File: config.mk
export PLATFORM = sky130hd
export DESIGN_NAME = desc_wb_proc
export DESIGN_NICKNAME = d
export VERILOG_FILES = /design/src/rtl/dqwb_pkg.sv /design/src/rtl/dqwb_fifo.sv /design/src/rtl/dqwb_desc_decode.sv /design/src/rtl/dqwb_cmpl_track.sv /design/src/rtl/desc_wb_proc.sv
export SDC_FILE = /design/constraint.sdc
export NUM_CORES = 2
export LEC_CHECK = 0
export BUFFER_PORTS_ARGS = -buffer_cell sky130_fd_sc_hd__buf_2
export CAP_MARGIN = 25
export CORE_MARGIN = 3
export CORE_UTILIZATION = 28
export DETAILED_ROUTE_END_ITERATION = 6
export GPL_TIMING_DRIVEN = 0
export PLACE_DENSITY = 0.51
export SETUP_SLACK_MARGIN = 0.2
export SLEW_MARGIN = 0
export SYNTH_ARGS = -nofsm -noshare
export SYNTH_HDL_FRONTEND = slang
export SYNTH_SLANG_ARGS = --single-unit
File: constraint.sdc
create_clock -name clk -period 25.5 [get_ports clk]
set_input_delay 1.275 -clock clk [delete_from_list [all_inputs] [get_ports clk]]
set_output_delay 1.275 -clock clk [all_outputs]
set_load 0.01 [all_outputs]
File: src/rtl/dqwb_pkg.sv
// Shared descriptor field positions and the decoded command type.
// Assumes a fixed 256-bit host descriptor word.
package dqwb_pkg;
    localparam int DESC_W  = 256;
    localparam int ADDR_W  = 64;
    localparam int PAY_W   = 20;
    localparam int LEN_W   = PAY_W + 1;
    localparam int TAG_W   = 16;
    localparam int SRC_LO  = 0;
    localparam int DST_LO  = 64;
    localparam int PAY_LO  = 128;
    localparam int TAG_LO  = 160;
    localparam int IRQ_BIT = 176;
    localparam int WB_BIT  = 177;
    localparam logic [LEN_W-1:0] MAX_LEN = LEN_W'(1) << PAY_W;

    typedef struct packed {
        logic [ADDR_W-1:0] src;
        logic [ADDR_W-1:0] dst;
        logic [LEN_W-1:0]  len;
        logic [TAG_W-1:0]  tag;
        logic              wb_en;
    } mv_cmd_t;

    typedef struct packed {
        logic [TAG_W-1:0] tag;
        logic             wb_en;
    } flight_t;
endpackage

File: src/rtl/dqwb_fifo.sv
// Synchronous FIFO with a combinational head read.
// Assumes the writer never pushes when full and the reader never pops when empty.
module dqwb_fifo #(
    parameter int WIDTH = 8,
    parameter int DEPTH = 16
) (
    input  logic             clk,
    input  logic             rst_n,
    input  logic             wr_en,
    input  logic [WIDTH-1:0] wr_data,
    input  logic             rd_en,
    output logic [WIDTH-1:0] rd_data,
    output logic             full,
    output logic             empty
);
    localparam int AW = (DEPTH > 1) ? $clog2(DEPTH) : 1;
    localparam logic [AW:0]   CNT_MAX = (AW+1)'(DEPTH);
    localparam logic [AW-1:0] PTR_MAX = AW'(DEPTH - 1);

    logic [WIDTH-1:0] mem [DEPTH];
    logic [AW-1:0]    wr_ptr, rd_ptr;
    logic [AW:0]      count;

    assign full    = (count == CNT_MAX);
    assign empty   = (count == '0);
    assign rd_data = mem[rd_ptr];

    // Store the incoming word at the write pointer.
    always_ff @(posedge clk) begin
        if (wr_en) mem[wr_ptr] <= wr_data;
    end

    // Advance the pointers and the occupancy count.
    always_ff @(posedge clk) begin
        if (!rst_n) begin
            wr_ptr <= '0;
            rd_ptr <= '0;
            count  <= '0;
        end else begin
            if (wr_en) wr_ptr <= (wr_ptr == PTR_MAX) ? '0 : wr_ptr + 1'b1;
            if (rd_en) rd_ptr <= (rd_ptr == PTR_MAX) ? '0 : rd_ptr + 1'b1;
            case ({wr_en, rd_en})
                2'b10:   count <= count + 1'b1;
                2'b01:   count <= count - 1'b1;
                default: count <= count;
            endcase
        end
    end

    // the owner never writes into a full queue
    a_r3_no_overflow: assert property (@(posedge clk) disable iff (!rst_n)
        wr_en |-> !full);
    // the owner never pops an empty queue
    a_r11_no_underflow: assert property (@(posedge clk) disable iff (!rst_n)
        rd_en |-> !empty);
endmodule

File: src/rtl/dqwb_desc_decode.sv
// Turns a raw 256-bit host descriptor into a mover command.
// Assumes a purely combinational path. The interrupt and reserved bits are dropped here.
module dqwb_desc_decode
    import dqwb_pkg::*;
(
    input  logic [DESC_W-1:0] raw,
    output mv_cmd_t           cmd
);
    logic [PAY_W-1:0] pay;
    logic             unused_bits;

    assign pay         = raw[PAY_LO +: PAY_W];
    assign unused_bits = ^{raw[DESC_W-1:WB_BIT+1], raw[IRQ_BIT],
                           raw[TAG_LO-1:PAY_LO+PAY_W]};

    // Pick out the fields and widen a zero payload count to the full 1 MB length.
    always_comb begin
        cmd.src   = raw[SRC_LO +: ADDR_W];
        cmd.dst   = raw[DST_LO +: ADDR_W];
        cmd.len   = (pay == '0) ? MAX_LEN : {1'b0, pay};
        cmd.tag   = raw[TAG_LO +: TAG_W];
        cmd.wb_en = raw[WB_BIT];
    end
endmodule

File: src/rtl/dqwb_cmpl_track.sv
// Completion side: retires in-flight entries on status, loads the completed
// pointer, flags out-of-order indices and holds one writeback command.
// Assumes one status pulse per cycle at most and no backpressure on status.
module dqwb_cmpl_track
    import dqwb_pkg::*;
(
    input  logic              clk,
    input  logic              rst_n,
    input  logic              st_valid,
    input  logic [TAG_W-1:0]  st_index,
    input  logic              head_valid,
    input  flight_t           head,
    input  logic [ADDR_W-1:0] wb_base,
    input  logic              wb_ready,
    output logic              pop,
    output logic              wb_valid,
    output logic [ADDR_W-1:0] wb_addr,
    output logic [TAG_W-1:0]  wb_data,
    output logic [TAG_W-1:0]  cmpl_ptr,
    output logic              idx_err
);
    logic wb_load;

    assign pop     = st_valid && head_valid;
    assign wb_load = pop && head.wb_en;

    // Follow each status index with the completed pointer and latch order errors.
    always_ff @(posedge clk) begin
        if (!rst_n) begin
            cmpl_ptr <= '0;
            idx_err  <= 1'b0;
        end else if (st_valid) begin
            cmpl_ptr <= st_index;
            if (!head_valid || head.tag != st_index) idx_err <= 1'b1;
        end
    end

    // Hold the writeback command, letting a newer completion replace a stalled one.
    always_ff @(posedge clk) begin
        if (!rst_n) begin
            wb_valid <= 1'b0;
            wb_addr  <= '0;
            wb_data  <= '0;
        end else if (wb_load) begin
            wb_valid <= 1'b1;
            wb_addr  <= wb_base;
            wb_data  <= st_index;
        end else if (wb_ready) begin
            wb_valid <= 1'b0;
        end
    end

    // completed pointer follows the status index one cycle later
    a_r5_cmpl_follow: assert property (@(posedge clk) disable iff (!rst_n)
        st_valid |=> cmpl_ptr == $past(st_index));
    // the error flag never clears outside reset
    a_r8_err_sticky: assert property (@(posedge clk) disable iff (!rst_n)
        idx_err |=> idx_err);
    // a waiting writeback is not dropped
    a_r9_wb_hold: assert property (@(posedge clk) disable iff (!rst_n)
        wb_valid && !wb_ready |=> wb_valid);
    // a writeback appears only after an enabled completion
    a_r6_wb_only_enabled: assert property (@(posedge clk) disable iff (!rst_n)
        $rose(wb_valid) |-> $past(st_valid && head_valid && head.wb_en));
endmodule

File: src/rtl/desc_wb_proc.sv
// Top level: descriptor queue -> mover command, in-flight tracker -> writeback.
// Assumes the mover reports completions in the order the commands were issued.
module desc_wb_proc
    import dqwb_pkg::*;
#(
    parameter int QDEPTH = 16,
    parameter int FDEPTH = 16
) (
    input  logic              clk,
    input  logic              rst_n,
    input  logic              desc_valid,
    output logic              desc_ready,
    input  logic [DESC_W-1:0] desc_data,
    output logic              mv_valid,
    input  logic              mv_ready,
    output logic [ADDR_W-1:0] mv_src,
    output logic [ADDR_W-1:0] mv_dst,
    output logic [LEN_W-1:0]  mv_len,
    output logic [TAG_W-1:0]  mv_tag,
    input  logic              st_valid,
    input  logic [TAG_W-1:0]  st_index,
    input  logic [ADDR_W-1:0] wb_base,
    output logic              wb_valid,
    input  logic              wb_ready,
    output logic [ADDR_W-1:0] wb_addr,
    output logic [TAG_W-1:0]  wb_data,
    output logic [TAG_W-1:0]  cmpl_ptr,
    output logic              idx_err
);
    localparam int CMD_W = $bits(mv_cmd_t);
    localparam int FLT_W = $bits(flight_t);

    mv_cmd_t dec_cmd, head_cmd;
    flight_t flt_in, flt_head;
    logic    q_full, q_empty, f_full, f_empty;
    logic    desc_fire, mv_fire, f_pop;

    assign desc_ready = !q_full;
    assign desc_fire  = desc_valid && desc_ready;
    assign mv_valid   = !q_empty && !f_full;
    assign mv_fire    = mv_valid && mv_ready;
    assign mv_src     = head_cmd.src;
    assign mv_dst     = head_cmd.dst;
    assign mv_len     = head_cmd.len;
    assign mv_tag     = head_cmd.tag;
    assign flt_in     = '{tag: head_cmd.tag, wb_en: head_cmd.wb_en};

    dqwb_desc_decode i_decode (
        .raw (desc_data),
        .cmd (dec_cmd)
    );

    dqwb_fifo #(.WIDTH(CMD_W), .DEPTH(QDEPTH)) i_desc_q (
        .clk     (clk),
        .rst_n   (rst_n),
        .wr_en   (desc_fire),
        .wr_data (dec_cmd),
        .rd_en   (mv_fire),
        .rd_data (head_cmd),
        .full    (q_full),
        .empty   (q_empty)
    );

    dqwb_fifo #(.WIDTH(FLT_W), .DEPTH(FDEPTH)) i_flight_q (
        .clk     (clk),
        .rst_n   (rst_n),
        .wr_en   (mv_fire),
        .wr_data (flt_in),
        .rd_en   (f_pop),
        .rd_data (flt_head),
        .full    (f_full),
        .empty   (f_empty)
    );

    dqwb_cmpl_track i_track (
        .clk        (clk),
        .rst_n      (rst_n),
        .st_valid   (st_valid),
        .st_index   (st_index),
        .head_valid (!f_empty),
        .head       (flt_head),
        .wb_base    (wb_base),
        .wb_ready   (wb_ready),
        .pop        (f_pop),
        .wb_valid   (wb_valid),
        .wb_addr    (wb_addr),
        .wb_data    (wb_data),
        .cmpl_ptr   (cmpl_ptr),
        .idx_err    (idx_err)
    );

    // an offered command is held unchanged until taken
    a_r4_mv_hold: assert property (@(posedge clk) disable iff (!rst_n)
        mv_valid && !mv_ready |=> mv_valid && $stable(mv_tag) && $stable(mv_src)
                                  && $stable(mv_dst) && $stable(mv_len));
    // every offered length lies in 1 .. 1 MB
    a_r2_len_range: assert property (@(posedge clk) disable iff (!rst_n)
        mv_valid |-> (mv_len != '0) && (mv_len <= MAX_LEN));
    // no command is offered while the tracker is full
    a_r11_flight_cap: assert property (@(posedge clk) disable iff (!rst_n)
        f_full |-> !mv_valid);
endmodule

# After elaboration in Yosys (flattened, before gate mapping)
# Memory sizes are Yosys's and may differ from the RTL's. A register that Yosys moved wholly into a read port is not among the register bits.
# Cells that the tools add are included.
dict set report totals {
  out_inout_bits 265
  n_memories 2
  register_bits 124
  ramBits 2928
  in_bits 342
}
# memory depth word_bits rd rd_clocked_by_memory_dff write_ports line_no
set memory_table {}
lappend memory_table {i_desc_q.mem 16 166 1 1 1 dqwb_fifo.sv:20} ;# logic [WIDTH-1:0] mem [DEPTH];
lappend memory_table {i_flight_q.mem 16 17 1 1 1 dqwb_fifo.sv:20}
dict set report op_classes {
  n_mux 17
  addsub 8
  reduce_logical 17
  eq_ne 11
}
# cell count
set ops {}
lappend ops {{$mux W4} 8}
lappend ops {{$mux W21} 1}
lappend ops {{$logic_not A20 Y1} 1}
lappend ops {{$pmux W5 S2} 2}
lappend ops {{$add A4 B1 Y4 const B} 4}
lappend ops {{$eq A4 B4 Y1 const B} 4}
lappend ops {{$ne A16 B16 Y1} 1}
lappend ops {{$add A5 B1 Y5 const B} 2}
lappend ops {{$eq A5 B5 Y1 const B} 2}
lappend ops {{$logic_not A5 Y1} 2}
lappend ops {{$sub A5 B1 Y5 const B} 2}
lappend ops {{$mux W1} 6}
lappend ops {{$reduce_bool A2 Y1} 3}
lappend ops {{$logic_and A1 B1 Y1} 5}
lappend ops {{$eq A2 B1 Y1 const B} 2}
lappend ops {{$eq A2 B2 Y1 const B} 2}
lappend ops {{$logic_not A1 Y1} 4}
lappend ops {{$reduce_and A2 Y1} 1}
lappend ops {{$logic_or A1 B1 Y1} 1}

# Logic depth before layout (Yosys ltp)
dict set report depth {
  depth_word 6
  mapped_depth 16
  ltp_nobuf 13
}

# Hierarchy
# A second synthesis with hierarchy kept.
dict set report hier_totals {
  cells_unflattened 5316
  hier_area_um2 116245.2
}
# mod cells_each instances area_each_um2 seq_area_each_um2
set by_module_without_submodules {}
lappend by_module_without_submodules {{dqwb_fifo at i_desc_q} 4172 1 99977.1 80096.8}
lappend by_module_without_submodules {{dqwb_fifo at i_flight_q} 538 1 11160.7 8508.2}
lappend by_module_without_submodules {dqwb_cmpl_track 428 1 3870.0 1961.9}
lappend by_module_without_submodules {dqwb_desc_decode 173 1 1207.4 0.0}
lappend by_module_without_submodules {desc_wb_proc 5 1 30.0 0.0}

# Worst setup path after synthesis
# No wires, ideal clock.
dict set report synth_path {
  path_kind {input to register}
  from {input port desc_valid}
  to {memory i_desc_q.mem[3][0] (netlist name), enable pin}
  arrival_ns 13.031
  setup_slack_ns 11.574
  n_path_buf 1
  t_required_ns 24.606
  path_stages 4
  cell_sequence {and2_1 clkbuf_1 nand2_1 nor3_1}
}
dict set report synth_between {
  elab_chain_cells 3
}
# element line_no
set synth_rtl {}
lappend synth_rtl {{start, declared} desc_wb_proc.sv:11} ;# input logic desc_valid,
lappend synth_rtl {{$logic_and A1 B1 Y1} desc_wb_proc.sv:39} ;# assign desc_fire = desc_valid && desc_ready;
lappend synth_rtl {{$mux W1} dqwb_fifo.sv:30} ;# if (wr_en) mem[wr_ptr] <= wr_data;
lappend synth_rtl {{$mux W1 (not written as such)} dqwb_fifo.sv:30}
lappend synth_rtl {{end, declared} dqwb_fifo.sv:20}
# No other way between the ends.

==> flow_metrics.tcl <==
set metrics [dict create \
    ant_nets 0 \
    yosys-top-cells-count "2928 x edfxtp_1, 880 x mux4_2, 172 x buf_4" \
    fin_crit_sh 0.247 \
    synth_seq_cells 3060 \
    clk_pin_slew_ps 60 \
    clock_sinks 3060 \
    wl_per_cell_um 28.7 \
    critPathBufInv 6 \
    cp_top_family "buffers and inverters" \
    worstSetupPathType "flop to primary output" \
    die_h_um 652 \
    ys.flop_type "edfxtp_1" \
    drc 0 \
    hold_buffers 0 \
    yosysUniqueCellTypes 50 \
    synth_area_mm2 0.117 \
    startpoint_type "flop" \
    status "finished, final reports clean" \
    hold_viol_final 0 \
    r2r_end "i_desc_q.mem[3][39]" \
    yosys-top-cells-area "edfxtp_1 75%, mux4_2 17%, dfxtp_1 2.3%" \
    cts_buffers 328 \
    num_rows 236 \
    endpoint "mv_tag[15]" \
    gr-total-overflow 0 \
    via_count 56300 \
    die_area_mm2 0.425 \
    clockRootBuffer "clkbuf_16" \
    synth-edff-count 2928 \
    cp_slowest_cell "clkbuf_1" \
    ys_warn_count 0 \
    syn_area_per_cell_um2 23.7 \
    initial_utilization 0.282 \
    yosysTopAreaCellShare 0.752 \
    hold_class "flop to flop" \
    finish.utilization 0.345 \
    drt_iter0_drc 5037 \
    worst_pin_slew_ps 1070 \
    first_pass_iters 5 \
    post-route-min-period_ps 6290 \
    synth-async-reset-ratio 0 \
    dpl_cell_area_mm2 0.132 \
    end_kind "primary output" \
    power_density_mw_per_mm2 93.9 \
    p_leak_nw 45.1 \
    io_buffers 513 \
    path_max_fanout 17 \
    irDropWorstVdd_mv 0.0520 \
    cts_tree "yes" \
    ff2ff_setup_slack_ps 21330 \
    grt_pass1_vias 58300 \
    critPathMaxStageDelay_ps 810 \
    die_width_um 652 \
    synth.most_common_cell "edfxtp_1" \
    area_growth_pct 22.1 \
    ctsResizeCount 0 \
    postSynthCellCount 4931 \
    wirelength_um 342000 \
    final.setup_skew_ps 68.1 \
    drv_cap 0 \
    post_drt_via_cell_ratio 4.73 \
    finalSetupViolations 0 \
    hpwl_um 236000 \
    cp.arrival_ps 5020 \
    critPathRequiredTime_ps 24230 \
    slew_headroom 0.284 \
    post-place-ws_ps 19930 \
    max_freq_mhz 159 \
    fin_area_mm2 0.143 \
    clock_path_buffers 4 \
    r2r-start "i_desc_q.count[1]" \
    fin_nets 6490 \
    finalWeightedCongestion 0.824 \
    boundaryPins 607 \
    yosysSeqAreaShare 0.775 \
    syn-num-nets 5290 \
    crit_chain "clkbuf_1 -> clkbuf_2 -> buf_16 -> clkbuf_1 -> mux4_2 -> mux4_2 -> buf_4 -> buf_2" \
    cts_max_level 5 \
    coreArea_mm2 0.414 \
    grtUsageTotal 0.157 \
    fillCellCount 38400 \
    r2r_cells 13 \
    synth_top_area_cell "edfxtp_1" \
    cp.depth 8 \
    antenna_found_initial 99 \
    maxSlewViolCount 0 \
    grt_pass1_wl_um 471000 \
    layout-drive-gt1-share 0.382 \
    cts_setup_buffers 0 \
    grt_max_degree 22 \
    clk_latency_ps 930 \
    rsz0062_at_grt "no" \
    fin_ws_ps 19210 \
]
-- worst min-delay path by stage --
| stage | slack, ps | endpoint | startpoint | depth (start not counted) |
|---|---|---|---|---|
| floorplan | 480 | i_desc_q.count[4] | i_desc_q.count[4] | 2 |
| global placement | 500 | i_track.wb_addr[22] | i_track.wb_addr[22] | 2 |
| detailed placement | 500 | i_track.wb_valid | i_track.wb_valid | 2 |
| CTS | 510 | i_track.wb_valid | i_track.wb_valid | 2 |
| global route | 530 | i_track.wb_valid | i_track.wb_valid | 2 |
| finish | 490 | i_track.wb_valid | i_track.wb_valid | 2 |
-- layout make-up --
class,count,area (um2),share of cell area
Tap cell,5474,6850,0.0480
Antenna cell,35,87.6,0.000614
Timing Repair Buffer,870,8310,0.0582
Clock inverter,193,1840,0.0129
Sequential cell,3060,90600,0.635
Multi-Input combinational cell,1423,24100,0.169
Inverter,14,52.6,0.000368
Clock buffer,399,8590,0.0602
Buffer,434,2360,0.0165
-- worst register-to-register path, cell delays in order, from the launching register on --
cell	delay (ps)
dfxtp_1	300
clkbuf_1	280
nor4_1	140
nand2_1	220
and2_1	180
clkbuf_1	510
nand2_1	430
nor3_2	690
buf_6	240
buf_6	190
buf_6	180
buf_6	180
buf_6	200
buf_6	190
-- flip-flops by register name, indices dropped and copies added, names as in the netlist, named ones only --
register	flops
i_track.wb_data	16
i_track.cmpl_ptr	16
i_track.wb_addr	64
i_track.idx_err	1
i_flight_q.count	5
i_desc_q.rd_ptr	4
i_flight_q.mem	272
i_desc_q.wr_ptr	4
i_desc_q.mem	2656
i_flight_q.wr_ptr	4
i_track.wb_valid	1
i_flight_q.rd_ptr	4
i_desc_q.count	5
-- cell usage in the layout (no fill, tap or decap), types with 115 or more instances in the layout --
master,netlist,routed
clkbuf_16,0,333
edfxtp_1,2928,2928
dfxtp_1,132,132
buf_4,172,186
nor2b_1,121,121
buf_6,4,115
mux2i_1,143,143
mux4_2,880,880
buf_2,22,538
clkbuf_1,161,210
-- routing by layer --
metal  vias to the layer above  track usage  wire length (um)
met4                        40       0.0418              9260
met2                      1761        0.273            173000
li1                      23200            -                 -
met5                         -            0               243
met1                     30800        0.202            138000
met3                       519       0.0286             20800
-- stage by stage --
stage	instances	TNS (ps)	power, mW	hold WS (ps)
global placement	10900	-5404740	8.82	496
detailed placement	11300	0	8.95	497
finish	11900	0	13.4	491
floorplan	4931	0	7.66	477
global route	11900	0	13.9	530
CTS	11900	0	13.6	509
-- power breakdown --
part | internal [mW] | switching (mW)
Clock | 2.69 | 1.96
Sequential | 5.74 | 0.0540
Combinational | 1.40 | 1.55
Total | 9.83 | 3.57
-- cell families after synthesis --
kind of cell,share of synthesized area
simple gates,0.0124
xor+xnor,0.00247
flops,0.775
buf+inv,0.0204
compound gates,0.00458
mux,0.183
fa+ha+maj,0.00182
(Power assumes the default switching activity.)
